[src/rtl/phacc_pkg.sv]
package phacc_pkg;
  localparam int ACC_W     = 28;
  localparam int OFS_W     = 12;
  localparam int NUM_FREQ  = 2;
  localparam int NUM_PHASE = 4;
  localparam int ADDR_W    = 3;
  localparam int FSEL_W    = $clog2(NUM_FREQ);
  localparam int PSEL_W    = $clog2(NUM_PHASE);
  localparam int PHASE_BASE = NUM_FREQ;

  typedef struct packed {
    logic [NUM_PHASE-1:0] phaseWr;
    logic [NUM_FREQ-1:0]  freqWr;
  } wrStrobe_t;
endpackage

[src/rtl/phacc_ctrl.sv]
module phacc_ctrl
  import phacc_pkg::*;
(
  input  logic              clk,
  input  logic              rstN,
  input  logic              wrEn,
  input  logic [ADDR_W-1:0] wrAddr,
  output wrStrobe_t         strobe
);
  logic [NUM_FREQ-1:0]  freqHit;
  logic [NUM_PHASE-1:0] phaseHit;

  always_comb begin
    for (int i = 0; i < NUM_FREQ; i++)
      freqHit[i] = wrEn && (wrAddr == ADDR_W'(i));
    for (int j = 0; j < NUM_PHASE; j++)
      phaseHit[j] = wrEn && (wrAddr == ADDR_W'(PHASE_BASE + j));
  end

  assign strobe.freqWr  = freqHit;
  assign strobe.phaseWr = phaseHit;

  // at most one register is written per cycle
  a_r8_onehot_strobe: assert property (@(posedge clk) disable iff (!rstN)
    $onehot0(strobe));

  // unused addresses write nothing
  a_r8_unused_addr: assert property (@(posedge clk) disable iff (!rstN)
    (int'(wrAddr) >= NUM_FREQ + NUM_PHASE) |-> (strobe == '0));
endmodule

[src/rtl/phacc_datapath.sv]
module phacc_datapath
  import phacc_pkg::*;
#(
  parameter int AccW = ACC_W,
  parameter int OfsW = OFS_W
) (
  input  logic              clk,
  input  logic              rstN,
  input  wrStrobe_t         strobe,
  input  logic [AccW-1:0]   wrData,
  input  logic [FSEL_W-1:0] freqSel,
  input  logic [PSEL_W-1:0] phaseSel,
  output logic [AccW-1:0]   phaseOut
);
  localparam int SHIFT = AccW - OfsW;

  logic [AccW-1:0] freqReg [NUM_FREQ];
  logic [OfsW-1:0] ofsReg  [NUM_PHASE];
  logic [AccW-1:0] accQ;
  logic [AccW-1:0] stepWord;
  logic [AccW-1:0] ofsAligned;

  for (genvar g = 0; g < NUM_FREQ; g++) begin : gFreq
    always_ff @(posedge clk or negedge rstN) begin
      if (!rstN)                 freqReg[g] <= '0;
      else if (strobe.freqWr[g]) freqReg[g] <= wrData;
    end
    // a tuning register only moves when strobed
    a_r8_freq_hold: assert property (@(posedge clk) disable iff (!rstN)
      !strobe.freqWr[g] |=> $stable(freqReg[g]));
  end

  for (genvar h = 0; h < NUM_PHASE; h++) begin : gOfs
    always_ff @(posedge clk or negedge rstN) begin
      if (!rstN)                  ofsReg[h] <= '0;
      else if (strobe.phaseWr[h]) ofsReg[h] <= wrData[OfsW-1:0];
    end
    // an offset register only moves when strobed
    a_r8_ofs_hold: assert property (@(posedge clk) disable iff (!rstN)
      !strobe.phaseWr[h] |=> $stable(ofsReg[h]));
  end

  assign stepWord   = freqReg[freqSel];
  assign ofsAligned = {ofsReg[phaseSel], {SHIFT{1'b0}}};

  always_ff @(posedge clk or negedge rstN) begin
    if (!rstN) accQ <= '0;
    else       accQ <= accQ + stepWord;
  end

  assign phaseOut = accQ + ofsAligned;

  // reset holds phase at zero
  a_r1_reset_zero: assert property (@(posedge clk)
    !rstN |-> (accQ == '0 && phaseOut == '0));

  // accumulator advances by the previously selected word
  a_r2_step: assert property (@(posedge clk) disable iff (!rstN)
    $past(rstN) |-> (accQ == AccW'($past(accQ) + $past(stepWord))));

  // offset leaves the low phase bits untouched
  a_r9_low_bits: assert property (@(posedge clk) disable iff (!rstN)
    phaseOut[SHIFT-1:0] == accQ[SHIFT-1:0]);
endmodule

[src/rtl/phacc_top.sv]
module phacc_top
  import phacc_pkg::*;
(
  input  logic              clk,
  input  logic              rstN,
  input  logic              wrEn,
  input  logic [ADDR_W-1:0] wrAddr,
  input  logic [ACC_W-1:0]  wrData,
  input  logic [FSEL_W-1:0] freqSel,
  input  logic [PSEL_W-1:0] phaseSel,
  output logic [ACC_W-1:0]  phaseOut
);
  wrStrobe_t strobe;

  phacc_ctrl uCtrl (
    .clk    (clk),
    .rstN   (rstN),
    .wrEn   (wrEn),
    .wrAddr (wrAddr),
    .strobe (strobe)
  );

  phacc_datapath #(.AccW(ACC_W), .OfsW(OFS_W)) uDp (
    .clk      (clk),
    .rstN     (rstN),
    .strobe   (strobe),
    .wrData   (wrData),
    .freqSel  (freqSel),
    .phaseSel (phaseSel),
    .phaseOut (phaseOut)
  );
endmodule

[config.mk]
export PLATFORM = sky130hd
export DESIGN_NAME = phacc_top
export DESIGN_NICKNAME = d
export VERILOG_FILES = /design/src/rtl/phacc_pkg.sv /design/src/rtl/phacc_ctrl.sv /design/src/rtl/phacc_datapath.sv /design/src/rtl/phacc_top.sv
export SDC_FILE = /design/constraint.sdc
export NUM_CORES = 1
export LEC_CHECK = 0
export BUFFER_PORTS_ARGS = -buffer_cell sky130_fd_sc_hd__buf_2
export CAP_MARGIN = 20
export CORE_UTILIZATION = 30
export CTS_CLUSTER_SIZE = 12
export DETAILED_ROUTE_END_ITERATION = 12
export PLACE_DENSITY_LB_ADDON = 0.2
export SLEW_MARGIN = 20
export SYNTH_ARGS = -nofsm -noshare
export SYNTH_HDL_FRONTEND = slang
export SYNTH_SLANG_ARGS = --single-unit
[constraint.sdc]
create_clock -name clk -period 2.6 [get_ports clk]
set_clock_uncertainty 0.15 [all_clocks]
set_input_delay 0.13 -clock clk [delete_from_list [all_inputs] [get_ports clk]]
set_output_delay 0.13 -clock clk [all_outputs]
set_load 0.005 [all_outputs]
* Yosys cells after proc, flatten, opt, wreduce, memory -nomap -nowiden
Index checks and enable logic that the tools add are counted.
** Storage, ports and cells
- Register bits :: 132
- Input port bits :: 37
** Operators by class
- $add $sub $neg :: 2
- $lt $le $gt $ge :: 2
- Equal/unequal tests :: 5
- Multiplexer cells :: 6
- Bitwise logic cells :: 2
- Reductions and logical operators :: 7
** Operators by type and width (count)
- 2-to-1 mux 28 bit :: 3
- adder 28 bit :: 2
- binary-select mux 12 bit (select 2 bit) :: 1
- 2-to-1 mux 12 bit :: 2
- == test 3 x 2 -> 1 bit (second input constant) :: 2
- == test 3 bit (second input constant) :: 2
- logical AND 1 bit :: 6
- == test 3 x 1 -> 1 bit (second input constant) :: 1
- greater-or-equal comparator 3 bit (second input constant) :: 1
- zero test 3 bit :: 1
- NOT 2 -> 3 bit :: 1
- greater-or-equal comparator 2 bit (second input constant) :: 1
- NOT 1 -> 2 bit :: 1

* Logic depth before layout (Yosys ltp)
- Depth after elaboration :: 5
- Gate-level depth with buffers :: 11
- Mapped depth without buffers :: 9

* Hierarchy
Synthesis repeated with hierarchy kept, for this count alone.
** Second synthesis, totals
- Cells, all modules :: 605
- Area total of the unflattened synthesis :: 7389.6 um2
** By module, submodules not included
- phacc_datapath :: instances 1, cells an instance 599, area an instance 7315.8 um2
- phacc_ctrl :: instances 1, cells an instance 6, area an instance 73.8 um2

* Worst setup path before layout
No wires, ideal clock.
- Path kind :: in2reg
- From :: in freqSel
- To :: reg uDp.accQ[26]
- Data arrival time :: 3053 ps
- Path slack :: -699 ps
- Cell stages on the path :: 11
- Buffers on the path :: 2
- Path through :: clkbuf_1 -> clkbuf_1 -> mux2_2 -> ha_1 -> fa_1 -> a211o_1 -> a21oi_2 -> o21a_4 -> o221ai_4 -> o2111a_1 -> a311oi_2
** Between the ends
- Longest elaborated chain between the ends :: 5
** RTL lines
- start, declared :: line phacc_top.sv:9 : input logic [FSEL_W-1:0] freqSel,
- NOT 1 -> 2 bit (implied by the code) :: line phacc_datapath.sv:43 : assign stepWord = freqReg[freqSel];
- 2-to-1 mux 28 bit (implied by the code) (3 in a row) :: line phacc_datapath.sv:43
- adder 28 bit :: line phacc_datapath.sv:48 : else accQ <= accQ + stepWord;
- end signal, assigned :: line phacc_datapath.sv:48
- end, declared :: line phacc_datapath.sv:19 : logic [AccW-1:0] accQ;
No other way between the ends. The select of a mux whose other input is x is not followed.
A chain may end at the register's enable or synchronous reset.

* Worst setup path in the final report
- From :: reg uDp.ofsReg[0] (netlist name)
- To :: out phaseOut[26]
** Between the ends
- Longest elaborated chain between the ends :: 4
** RTL lines
- start, declared :: line phacc_datapath.sv:18 : logic [OfsW-1:0] ofsReg [NUM_PHASE];
- start signal, assigned by index :: line phacc_datapath.sv:36 : else if (strobe.phaseWr[h]) ofsReg[h] <= wrData[OfsW-1:0];
- binary-select mux 12 bit (select 2 bit) :: line phacc_datapath.sv:44 : assign ofsAligned = {ofsReg[phaseSel], {SHIFT{1'b0}}};
- 2-to-1 mux 12 bit (implied by the code) (2 in a row) :: line phacc_datapath.sv:44
- adder 28 bit :: line phacc_datapath.sv:51 : assign phaseOut = accQ + ofsAligned;
- end, declared :: line phacc_top.sv:11 : output logic [ACC_W-1:0] phaseOut
No other way between the ends. The select of a mux whose other input is x is not followed.

==> flow_summary_export.csv <==
group,metric,value,unit
run_status,status,"finished, violations left",
run_status,violations,"setup timing",
finish,utilization,0.410,
setup_path,worstSetupStartpoint,"uDp.ofsReg[0]",
yosys,ys_seq_area_frac,0.459,
yosys,synth_commonest_cells,"dfrtp_1, mux2_2, ha_1",
setup_path,reg2reg_from,"uDp.freqReg[28]",
power,switching_share,0.352,
setup_path,path_max_fanout,2,
die,die_y,157,um
setup_path,startpoint_type,"register",
placement,portBuffers,64,
placement,pre_cts_slack,-0.209,ns
sta,hold_viol,0,
setup_path,critPathKind,"register to output pin",
global_route,grt_pass1_wl,28700,um
detailed_routing,drc,0,
power,p_leak,4.32,nW
detailed_routing,firstDrtPassIters,4,
global_route,overflow,0,
finish,seqCellArea,3300,sq um
detailed_routing,wl,17500,um
clock_tree,cts_buffers,17,
placement,place_congestion,0.854,
clock_tree,htreeDepth,4,
die,die_w,157,um
finish,drive_above_1_share,0.491,
yosys,syn_nets,645,
die,coreArea,23500,sq um
finish,n_antenna_cell,0,
finish,multiInputGateArea,3830,sq um
hold_path,hold_path.class,"input port to asynchronous set/reset pin",
yosys,ys_top_cells_by_area,"dfrtp_1, mux2_2, ha_1",
power,p_seq_frac,0.262,
die,start_util,0.306,
detailed_routing,ant_nets,0,
global_route,grt_use_total,0.154,
yosys,yosysMostFrequentCell,"dfrtp_1",
setup_path,critPathCaptureType,"output pin",
global_route,grt_max_degree,79,
power,power_density,1220,nW/um^2
sta,max_freq,0.312,GHz
setup_path,crit_required,2.32,ns
placement,dpl.cell_count,1019,
power,switchingPower,4.14,mW
sta,period_share,1.23,
power,comb_power_share,0.524,
global_route,grt_pass1_vias,5434,
yosys,netlist_area,7190,sq um
yosys,synth_cell_types,52,
yosys,synth_top_flop_cell,"dfrtp_1",
clock_tree,cts.sinks,132,
power,power_frac_clock,0.214,
clock_tree,cts-root-buf,"clkbuf_16",
detailed_routing,drtIter0Drc,197,
die,dieArea,24600,sq um
sta,finalCriticalPeriod,3.20,ns
setup_path,critPathArrivalTime,2.92,ns
placement,placed_area,8560,sq um
yosys,yosysWarnings,0,
power,p_int,7.63,mW
yosys,synth.avg_cell_area,12.7,sq um
sta,rsz0062_at_grt,"yes",
clock_tree,clockBufferDepth,2,
sta,relSlewSlack,0.667,
die,io_pins,65,
yosys,synth-async-reset-ratio,1.00,
detailed_routing,routedWlPerCell,16.1,um
finish,nets,828,
sta,slew_violations,0,
finish,syn2layout_area_growth,33.8,%
flow_run,maxCapViolations,0,
detailed_routing,num_vias,5092,
yosys,synth_seq_cells,132,
power,ir_drop,442,uV
yosys,netlist_instances,568,
placement,hpwl,13000,um
yosys,synth_top_cell_area_share,0.459,
clock_tree,clk_latency,0.42,ns
yosys,yosysTopAreaCell,"dfrtp_1",
sta,timing.final.ws_setup,-0.601,ns
power,power.total,11.8,mW
sta,tightest_slew,0.500,ns
finish,fillCellCount,2218,
die,rows,56,
clock_tree,cts_tree,"yes",
sta,setup-violations-final,15,
finish,post-route-cell-area,9620,sq um
finish,finalNonFillerCells,1082,
detailed_routing,post_drt_via_cell_ratio,4.71,
global_route,antenna_found_initial,0,
yosys,synth-edff-count,0,
clock_tree,path_clk_slew,0.06,ns
[layout make-up]
class / count / area share
Multi-Input combinational cell: 396 / 0.398
Sequential cell: 132 / 0.343
Timing Repair Buffer: 197 / 0.150
Clock buffer: 18 / 0.0456
Tap cell: 319 / 0.0415
Clock inverter: 13 / 0.0190
Inverter: 7 / 0.00273
[what timing repair did]
item | in CTS | in global routing
hold endpoints to repair | 236 | 0
resized for setup | 9 | 16
hold buffers | 29 | 0
pin swaps | 14 | 12
buffers inserted | 2 | 3
setup endpoints to repair | 18 | 21
[through the flow]
stage / hold WS (ns) / setup TNS, ns
after global placement: -0.0874 / -1.37
after floorplan: -0.316 / -0.556
after detailed placement: -0.0763 / -1.67
final: 0.0122 / -2.96
after CTS: 0.0164 / -3.30
after global routing: 0.0287 / -4.92
[power by group through the flow]
| stage | Combinational, mW | Sequential (mW) | Clock (mW) |
|---|---|---|---|
| 2_1_floorplan | 3.70 | 2.94 | 0 |
| 3_3_place_gp | 5.78 | 3.11 | 0 |
| 6_report | 6.17 | 3.09 | 2.52 |
| 5_1_grt | 6.84 | 3.17 | 2.68 |
| 4_1_cts | 6.06 | 3.11 | 2.59 |
| 3_5_place_dp | 5.84 | 3.14 | 0 |
[placed cells by master, fill, tap and decap left out, types with 4 or more instances in the layout]
cell	n
a21oi_1	22
xor2_1	13
mux2_2	125
clkbuf_16	17
o21bai_1	8
ha_4	4
ha_1	34
dlygate4sd3_1	29
nor2_1	18
nor3_1	7
o211ai_1	4
bufinv_16	4
dfrtp_1	132
o21ai_0	10
buf_4	100
buf_2	63
nand2_1	21
mux2_1	5
o21ai_2	4
xnor2_1	16
nand3_1	8
inv_1	7
a31oi_1	4
a21o_1	16
mux4_2	12
clkinvlp_4	4
a21oi_2	5
and3_1	4
[registers in the layout (all words and copies together) (netlist names)]
| name | cells |
|---|---|
| uDp.freqReg | 56 |
| uDp.ofsReg | 48 |
| uDp.accQ | 28 |
[kinds of logic (layout without fill, tap and decap cells)]
| logic type | count (synthesis) | count (layout) | share of synthesized area |
|---|---|---|---|
| adders and majority gates | 40 | 40 | 0.0717 |
| AOI/OAI and AO/OA | 101 | 101 | 0.100 |
| xor gates and xnor gates | 32 | 32 | 0.0390 |
| muxes | 145 | 145 | 0.246 |
| DFF | 132 | 132 | 0.459 |
| and+or+nand+nor | 78 | 78 | 0.0536 |
| buffers and inverters | 40 | 235 | 0.0306 |
[metal layers]
layer  share of wire  vias up  track usage
met2            0.49       75        0.264
li1                -     2465            -
met4           0.011        0       0.0378
met5               0        -            0
met3           0.031       16       0.0307
met1            0.46     2536        0.197
[critical path: stages, from the launching register on]
cell and delay (ns):
dfrtp_1 0.37, mux4_2 0.50, ha_4 0.18, fa_2 0.35
a21o_1 0.18, a21oi_2 0.16, o211ai_1 0.14, a31o_2 0.24
a21oi_2 0.14, xnor2_1 0.12, buf_2 0.13
[worst paths after layout]
path,slack (ns),end,cells past startpoint
setup / recovery,-0.60,phaseOut[26],10
hold / removal,0.01,uDp.freqReg[29],2
setup reg to reg,-0.14,uDp.accQ[26],9
hold reg to reg,0.33,uDp.freqReg[12],1
max in group asynchronous,1.52,uDp.freqReg[16],3
min in group clk,0.04,uDp.accQ[0],3
Note: power is estimated with default switching activity, not from simulation.
